--- src/rtl/sleep_ctrl_pkg.sv ---
package sleep_ctrl_pkg;

  localparam int unsigned REG_W    = 8;
  localparam int unsigned B_BODSLP = 7;
  localparam int unsigned B_PUDIS  = 6;
  localparam int unsigned B_SLPEN  = 5;
  localparam int unsigned B_MODEH  = 4;
  localparam int unsigned B_MODEL  = 3;
  localparam int unsigned B_UNLOCK = 2;
  localparam int unsigned B_SENSEH = 1;
  localparam int unsigned B_SENSEL = 0;

  typedef struct packed {
    logic       pull_up_dis;
    logic       sleep_en;
    logic [1:0] mode;
    logic [1:0] sense;
  } plain_fields_t;

  function automatic logic is_opening(input logic [REG_W-1:0] d);
    return d[B_BODSLP] & d[B_UNLOCK];
  endfunction

  function automatic logic is_confirming(input logic [REG_W-1:0] d);
    return d[B_BODSLP] & ~d[B_UNLOCK];
  endfunction

  function automatic plain_fields_t unpack_plain(input logic [REG_W-1:0] d);
    plain_fields_t f;
    f.pull_up_dis = d[B_PUDIS];
    f.sleep_en    = d[B_SLPEN];
    f.mode        = d[B_MODEH:B_MODEL];
    f.sense       = d[B_SENSEH:B_SENSEL];
    return f;
  endfunction

  function automatic logic [REG_W-1:0] pack_read(input plain_fields_t f,
                                                 input logic bodslp,
                                                 input logic unlock);
    logic [REG_W-1:0] r;
    r                   = '0;
    r[B_BODSLP]         = bodslp;
    r[B_PUDIS]          = f.pull_up_dis;
    r[B_SLPEN]          = f.sleep_en;
    r[B_MODEH:B_MODEL]  = f.mode;
    r[B_UNLOCK]         = unlock;
    r[B_SENSEH:B_SENSEL]= f.sense;
    return r;
  endfunction

endpackage

--- src/rtl/sleep_unlock_window.sv ---
module sleep_unlock_window
  import sleep_ctrl_pkg::*;
#(
  parameter int unsigned WINDOW = 4
) (
  input  logic             clk,
  input  logic             rst_n,
  input  logic             wr_en,
  input  logic [REG_W-1:0] wr_data,
  output logic             window_open,
  output logic             accept_ev
);
  localparam int unsigned CW = $clog2(WINDOW + 1);
  localparam logic [CW-1:0] LOAD = CW'(WINDOW);

  logic [CW-1:0] cnt_q;
  logic          open_ev;

  assign window_open = (cnt_q != '0);
  assign open_ev     = wr_en & is_opening(wr_data);
  assign accept_ev   = wr_en & window_open & is_confirming(wr_data);

  always_ff @(posedge clk or negedge rst_n) begin
    if (!rst_n)           cnt_q <= '0;
    else if (open_ev)     cnt_q <= LOAD;
    else if (wr_en)       cnt_q <= '0;
    else if (window_open) cnt_q <= cnt_q - 1'b1;
  end
endmodule

--- src/rtl/bod_sleep_timer.sv ---
module bod_sleep_timer #(
  parameter int unsigned ARM_CYC  = 3,
  parameter int unsigned LIVE_CYC = 3
) (
  input  logic clk,
  input  logic rst_n,
  input  logic start,
  output logic bit_visible,
  output logic live
);
  localparam int unsigned SPAN = ARM_CYC + LIVE_CYC;
  localparam int unsigned PW   = $clog2(SPAN + 1);
  localparam logic [PW-1:0] LAST = PW'(SPAN);
  localparam logic [PW-1:0] ARM  = PW'(ARM_CYC);

  logic [PW-1:0] phase_q;

  assign bit_visible = (phase_q != '0) && (phase_q <= ARM);
  assign live        = (phase_q > ARM);

  always_ff @(posedge clk or negedge rst_n) begin
    if (!rst_n)               phase_q <= '0;
    else if (start)           phase_q <= PW'(1);
    else if (phase_q == LAST) phase_q <= '0;
    else if (phase_q != '0)   phase_q <= phase_q + 1'b1;
  end
endmodule

--- src/rtl/sleep_strobe_gate.sv ---
module sleep_strobe_gate (
  input  logic       clk,
  input  logic       rst_n,
  input  logic       strobe,
  input  logic       sleep_en,
  input  logic [1:0] mode,
  input  logic       bod_live,
  output logic       req,
  output logic [1:0] req_mode,
  output logic       req_bod_off
);
  logic take;
  assign take = strobe & sleep_en;

  always_ff @(posedge clk or negedge rst_n) begin
    if (!rst_n) begin
      req         <= 1'b0;
      req_mode    <= '0;
      req_bod_off <= 1'b0;
    end else begin
      req <= take;
      if (take) begin
        req_mode    <= mode;
        req_bod_off <= bod_live;
      end else begin
        req_bod_off <= 1'b0;
      end
    end
  end
endmodule

--- src/rtl/sleep_ctrl_reg.sv ---
module sleep_ctrl_reg
  import sleep_ctrl_pkg::*;
#(
  parameter bit          HAS_BOD_SLEEP = 1'b1,
  parameter int unsigned WINDOW        = 4,
  parameter int unsigned ARM_CYC       = 3,
  parameter int unsigned LIVE_CYC      = 3
) (
  input  logic       clk,
  input  logic       rst_n,
  input  logic       wr_en,
  input  logic [7:0] wr_data,
  output logic [7:0] rd_data,
  input  logic       sleep_strobe,
  output logic       sleep_req,
  output logic [1:0] sleep_mode,
  output logic       bod_off,
  output logic       pull_up_dis,
  output logic [1:0] int_sense
);
  plain_fields_t fields_q;
  logic          window_open;
  logic          accept_ev;
  logic          bods_visible;
  logic          bods_active;

  always_ff @(posedge clk or negedge rst_n) begin
    if (!rst_n)     fields_q <= '0;
    else if (wr_en) fields_q <= unpack_plain(wr_data);
  end

  generate
    if (HAS_BOD_SLEEP) begin : g_bod
      sleep_unlock_window #(.WINDOW(WINDOW)) u_win (
        .clk(clk), .rst_n(rst_n), .wr_en(wr_en), .wr_data(wr_data),
        .window_open(window_open), .accept_ev(accept_ev)
      );
      bod_sleep_timer #(.ARM_CYC(ARM_CYC), .LIVE_CYC(LIVE_CYC)) u_tmr (
        .clk(clk), .rst_n(rst_n), .start(accept_ev),
        .bit_visible(bods_visible), .live(bods_active)
      );
    end else begin : g_nobod
      assign window_open  = 1'b0;
      assign accept_ev    = 1'b0;
      assign bods_visible = 1'b0;
      assign bods_active  = 1'b0;
    end
  endgenerate

  sleep_strobe_gate u_gate (
    .clk(clk), .rst_n(rst_n), .strobe(sleep_strobe),
    .sleep_en(fields_q.sleep_en), .mode(fields_q.mode),
    .bod_live(bods_active), .req(sleep_req), .req_mode(sleep_mode),
    .req_bod_off(bod_off)
  );

  assign rd_data     = pack_read(fields_q, bods_visible, window_open);
  assign pull_up_dis = fields_q.pull_up_dis;
  assign int_sense   = fields_q.sense;
endmodule

--- config.mk ---
export PLATFORM = sky130hd
export DESIGN_NAME = sleep_ctrl_reg
export DESIGN_NICKNAME = d
export VERILOG_FILES = /design/src/rtl/sleep_ctrl_pkg.sv /design/src/rtl/sleep_unlock_window.sv /design/src/rtl/bod_sleep_timer.sv /design/src/rtl/sleep_strobe_gate.sv /design/src/rtl/sleep_ctrl_reg.sv
export SDC_FILE = /design/constraint.sdc
export NUM_CORES = 1
export LEC_CHECK = 0
export BUFFER_PORTS_ARGS = -buffer_cell sky130_fd_sc_hd__buf_2
export CAP_MARGIN = 20
export CORE_MARGIN = 2
export CORE_UTILIZATION = 50
export DETAILED_ROUTE_END_ITERATION = 8
export PLACE_DENSITY = 0.83
export SLEW_MARGIN = 20
export SYNTH_ARGS = -nofsm -noshare
export SYNTH_HDL_FRONTEND = slang
export SYNTH_SLANG_ARGS = --single-unit
export TNS_END_PERCENT = 1
--- constraint.sdc ---
create_clock -name clk -period 2 [get_ports clk]
set_input_delay 0.1 -clock clk [delete_from_list [all_inputs] [get_ports clk]]
set_output_delay 0.1 -clock clk [all_outputs]
set_load 0.03 [all_outputs]
======== Yosys cells after proc, flatten, opt, wreduce, memory -nomap -nowiden ========
Cells that the tools add are included.
operators by class
  add/sub/neg operators ................... 2
  order comparisons ....................... 2
  mux-type cells .......................... 7
  reduce and logical (&&, ||, !) cells .... 5
  equal/unequal tests ..................... 1
  bitwise logic cells ..................... 7
operators by type and width
  operator                                                                         number
  3-bit 2-to-1 mux                                                                 6
  3-bit nonzero test                                                               4
  1-bit AND                                                                        6
  3-bit by 1-bit adder with 3-bit output, second input constant                    1
  3-bit equality test, second input constant                                       1
  3-bit by 2-bit greater-than comparator with 1-bit output, second input constant  1
  3-bit by 2-bit <= comparator with 1-bit output, second input constant            1
  3-bit by 1-bit subtractor with 3-bit output, second input constant               1
  1-bit logical AND                                                                1
  1-bit 2-to-1 mux                                                                 1
  1-bit inverter                                                                   1
storage, ports and cells
  register bits ........................... 16
  output and inout port bits .............. 15

======== Depth between registers and ports, before layout ========
  word-level depth ........................ 4
  depth in mapped cells ................... 5
  depth with buffers taken out ............ 5

======== Modules after synthesis ========
Synthesis repeated with hierarchy kept, for this count alone.
second synthesis, totals
  cells, all modules ...................... 62
  area, all modules ....................... 798.3 um^2
by module, submodules not included
  module               area each (um^2)  times used  cells each
  sleep_ctrl_reg       289.0             1           18
  sleep_unlock_window  191.4             1           18
  bod_sleep_timer      170.2             1           17
  sleep_strobe_gate    147.6             1           9

======== Least setup slack after synthesis ========
Ideal clock, no wire load.
  path kind ............................... register to register
  start ................................... reg g_bod.u_win.cnt_q[0]
  end ..................................... reg g_bod.u_tmr.phase_q[0]
  clock period less this slack ............ 1172 ps
  library setup time ...................... 118 ps
  slack ................................... 828 ps
  cell stages (with the launch flop) ...... 6
  arrival time ............................ 1054 ps
  data required time ...................... 1882 ps
  path through ............................ dfrtp_1 inv_1 ha_1 nand2b_4 and4b_4 a21o_1
on the way
  cells in the longest elaborated chain, start to end .. 4
  elaborated cells between the ends (all ways) .. 5
  classes of those cells .................. mux: 1; bitwise: 2; reduce/logical: 2
RTL lines
  element                                                                  RTL line                   text
  start: declaration                                                       sleep_unlock_window.sv:16  logic [CW-1:0] cnt_q;
  start signal: assignment                                                 sleep_unlock_window.sv:27  else if (window_open) cnt_q <= cnt_q - 1'b1;
  3-bit nonzero test (*)                                                   sleep_unlock_window.sv:19  assign window_open = (cnt_q != '0);
  net g_bod.u_win.window_open                                              sleep_unlock_window.sv:10  output logic window_open,
  1-bit AND (*) (2 in a row)                                               sleep_unlock_window.sv:21  assign accept_ev = wr_en & window_open & is_confirming(wr_data);
  3-bit nonzero test (no source line) or 3-bit 2-to-1 mux (tied branches)  -
  end signal: assignment                                                   bod_sleep_timer.sv:25      else if (phase_q != '0) phase_q <= phase_q + 1'b1;
  end: declaration                                                         bod_sleep_timer.sv:16      logic [PW-1:0] phase_q;
Mark *: on every way through the listed nets, which the timed path passes. The rest lies on a longest branch.
A chain may end at the register's enable or synchronous reset.

======== Final worst setup path ========
  start ................................... reg g_bod.u_tmr.phase_q[0]
  end ..................................... out rd_data[7]
on the way
  cells in the longest elaborated chain, start to end .. 2
  elaborated cells between the ends (all ways) .. 3
  classes of those cells .................. order compare: 1; reduce/logical: 2
RTL lines
  element                                                                               RTL line               text
  3-bit by 2-bit <= comparator with 1-bit output or 3-bit nonzero test (tied branches)  bod_sleep_timer.sv:18  assign bit_visible = (phase_q != '0) && (phase_q <= ARM);
  1-bit logical AND (*)                                                                 bod_sleep_timer.sv:18
  end: declaration                                                                      sleep_ctrl_reg.sv:13   output logic [7:0] rd_data,
Mark *: on every way between the ends. The rest lies on a longest branch, timed or not.

==> flow_summary.yaml <==
sta:
  grt_setup_unrepaired: "no"
  tns_ps: 0
  final-setup-viol-count: 0
  skew_ps: 2.28
  maxSlewViolCount: 0
  max_freq_mhz: 657
  setup_slack_ps: 477
  finalCriticalPeriod_ps: 1520
  period_share: 0.761
  hold_viol_final: 0
  relSlewSlack: 0.770
  holdWs_ps: 46.5
  tightest_slew_ps: 344
die:
  fp.dieW_um: 42.8
  start_util: 0.557
  rows: 13
  pin_count: 27
  dieArea_sq_um: 1830
  die_h_um: 42.8
  fp.coreArea_sq_um: 1350
clock_tree:
  cts-htree-levels: 1
  cts_resized: 0
  cts.sinks: 16
  clockRootBuffer: "clkbuf_4"
  cts_tree: "yes"
  cts_buffers: 3
  cts_buffer_depth: 2
  insertion_delay_ps: 280
  clkSlewWorstSetupHoldPaths_ps: 90
route:
  via_per_inst: 5.11
  ant_nets: 0
  drt_wl_total_mm: 1.33
  first_iter_violations: 0
  routedWlPerCell_um: 13.2
  vias: 516
  drc: 0
  first_pass_iters: 1
global_routing:
  overflow: 0
  antenna_found_initial: 0
  grt_pass1_vias: 567
  grt_max_degree: 17
  grt_pass1_wl_mm: 2.24
  grt_use_total: 0.172
worst_setup_path:
  required_ps: 1900
  rrSetupSlack_ps: 740
  crit_fanout: 7
  start_kind: "register"
  criticalPathCategory: "reg2out"
  endpoint_kind: "primary output"
  r2r-end: "g_bod.u_tmr.phase_q[0]"
  rr_worst_depth: 5
  critPathArrivalTime_ps: 1420
  rr_startpoint: "g_bod.u_win.cnt_q[0]"
synth:
  synthCells: 63
  post_synth.cell_area_avg_sq_um: 11.9
  ys_seq_area_frac: 0.532
  yosys.area.top_type: "dfrtp_1"
  ys_warn_count: 0
  synth_area_leaders: "dfrtp_1 (53%), mux2_2 (12%), buf_4 (6.0%), ha_1 (5.0%), nor2_1 (4.0%)"
  synth_area_sq_um: 752
  ys_ff_latch: 16
  syn_nets: 78
  yosysUniqueCellTypes: 21
  synth_top_area_frac: 0.532
final_layout:
  final_net_count: 103
  area_growth_pct: 17.5
  drive_gt1_frac: 0.465
  n_antenna_cell: 0
power_and_ir_drop:
  p_per_area_nw_per_um2: 1310
  irDropWorstVdd_v: 0.000622
  totalPowerFinal_mw: 1.15
  leakage_nw: 0.461
min_path:
  min_path_type: "in2reg"
  whs_endpoint: "int_sense[1]"
  whs_path_depth: 2
  min_from: "wr_data[1]"
status:
  status: "completed"
flow_run:
  cap_violations: 0
place:
  portBuffers: 26
  hpwlAfterDp_um: 998
  place_ws_ps: 741
  gp_congestion: 0.762
-- how the worst max path moves through the flow --
stage / start / to / slack, ps / cells past startpoint
floorplan: g_bod.u_win.cnt_q[0] / g_bod.u_tmr.phase_q[0] / 830 / 5
global placement: g_bod.u_win.cnt_q[0] / g_bod.u_tmr.phase_q[0] / 810 / 5
detailed placement: g_bod.u_win.cnt_q[0] / g_bod.u_tmr.phase_q[0] / 740 / 5
CTS: g_bod.u_tmr.phase_q[0] / rd_data[7] / 470 / 5
global route: g_bod.u_tmr.phase_q[0] / rd_data[7] / 340 / 5
finish: g_bod.u_tmr.phase_q[0] / rd_data[7] / 480 / 5
-- sequential cells by signal, indices dropped and copies added, names as in the netlist --
signal               cells
u_gate.req_bod_off       1
u_gate.req               1
rd_data                  3
u_gate.req_mode          2
g_bod.u_tmr.phase_q      3
int_sense                2
g_bod.u_win.cnt_q        3
pull_up_dis              1
-- cells by family after synthesis --
family	share of synthesized area
compound gates	0.0333
xor+xnor	0.0233
fa+ha+maj	0.0499
buf+inv	0.0915
flops	0.532
mux	0.146
simple gates	0.123
-- stage by stage --
step	cell area (sq um)	std cells	util
after global routing	883	101	0.654
final	883	101	0.654
after global placement	851	97	0.630
after detailed placement	851	97	0.630
after floorplan	752	63	-
after CTS	883	101	0.654
-- where the power goes --
part	leakage (nW)	total [mW]	internal (mW)	switching (mW)
Combinational	0.251	0.521	0.209	0.312
Sequential	0.197	0.468	0.400	0.0674
Clock	0.0138	0.165	0.0698	0.0948
-- cells in the final DEF, fill, tap and decap left out --
master          n
xor2_1          1
and4b_4         1
nand2b_4        1
a21oi_1         1
mux2i_1         2
a211oi_1        1
ha_1            3
and2_1          1
clkbuf_4        3
nand2_1         1
o21ai_0         1
buf_2          26
dlygate4sd3_1   1
nand3_1         1
mux2_2          8
a21o_1          1
nor2_1          8
nor3_2          1
xnor2_1         1
nor3_1          2
dfrtp_1        16
inv_1           5
-- layer usage --
metal	vias to the layer above	GRT usage	wire, um
li1	251	-	-
met1	248	0.192	571
met2	15	0.300	691
met3	2	0.0255	55
met4	0	0.113	10
met5	-	0	0
-- area by class of cell --
cell class / count / area, sq um
fillers: 122 / 467
flip-flops and latches: 16 / 400
multi-input cells: 35 / 283
repair buffers: 27 / 140
clock buffers: 3 / 22.5
inverters: 5 / 18.8
well taps: 15 / 18.8
-- synthesized netlist by cell type --
cell	n
buf_2	1
nand2b_4	1
nand3_1	1
a21oi_1	1
buf_4	6
and4b_4	1
xor2_1	1
a21o_1	1
o21ai_0	1
mux2_2	8
a211oi_1	1
nor3_2	1
xnor2_1	1
and2_1	1
nand2_1	1
mux2i_1	2
dfrtp_1	16
inv_1	5
ha_1	3
nor3_1	2
nor2_1	8
-- critical path, cell delays in order, from the launching register on --
cell and delay, ps:
dfrtp_1 460, and2_1 170, ha_1 190, nor2_1 100
nor2_1 50, buf_2 170
-- timing repair --
action / CTS / global route
buffers inserted: 0 / 0
setup endpoints to repair: 0 / 0
hold buffers: 1 / 0
hold endpoints to repair: 16 / 0
Note: power is estimated with default switching activity, not from simulation.
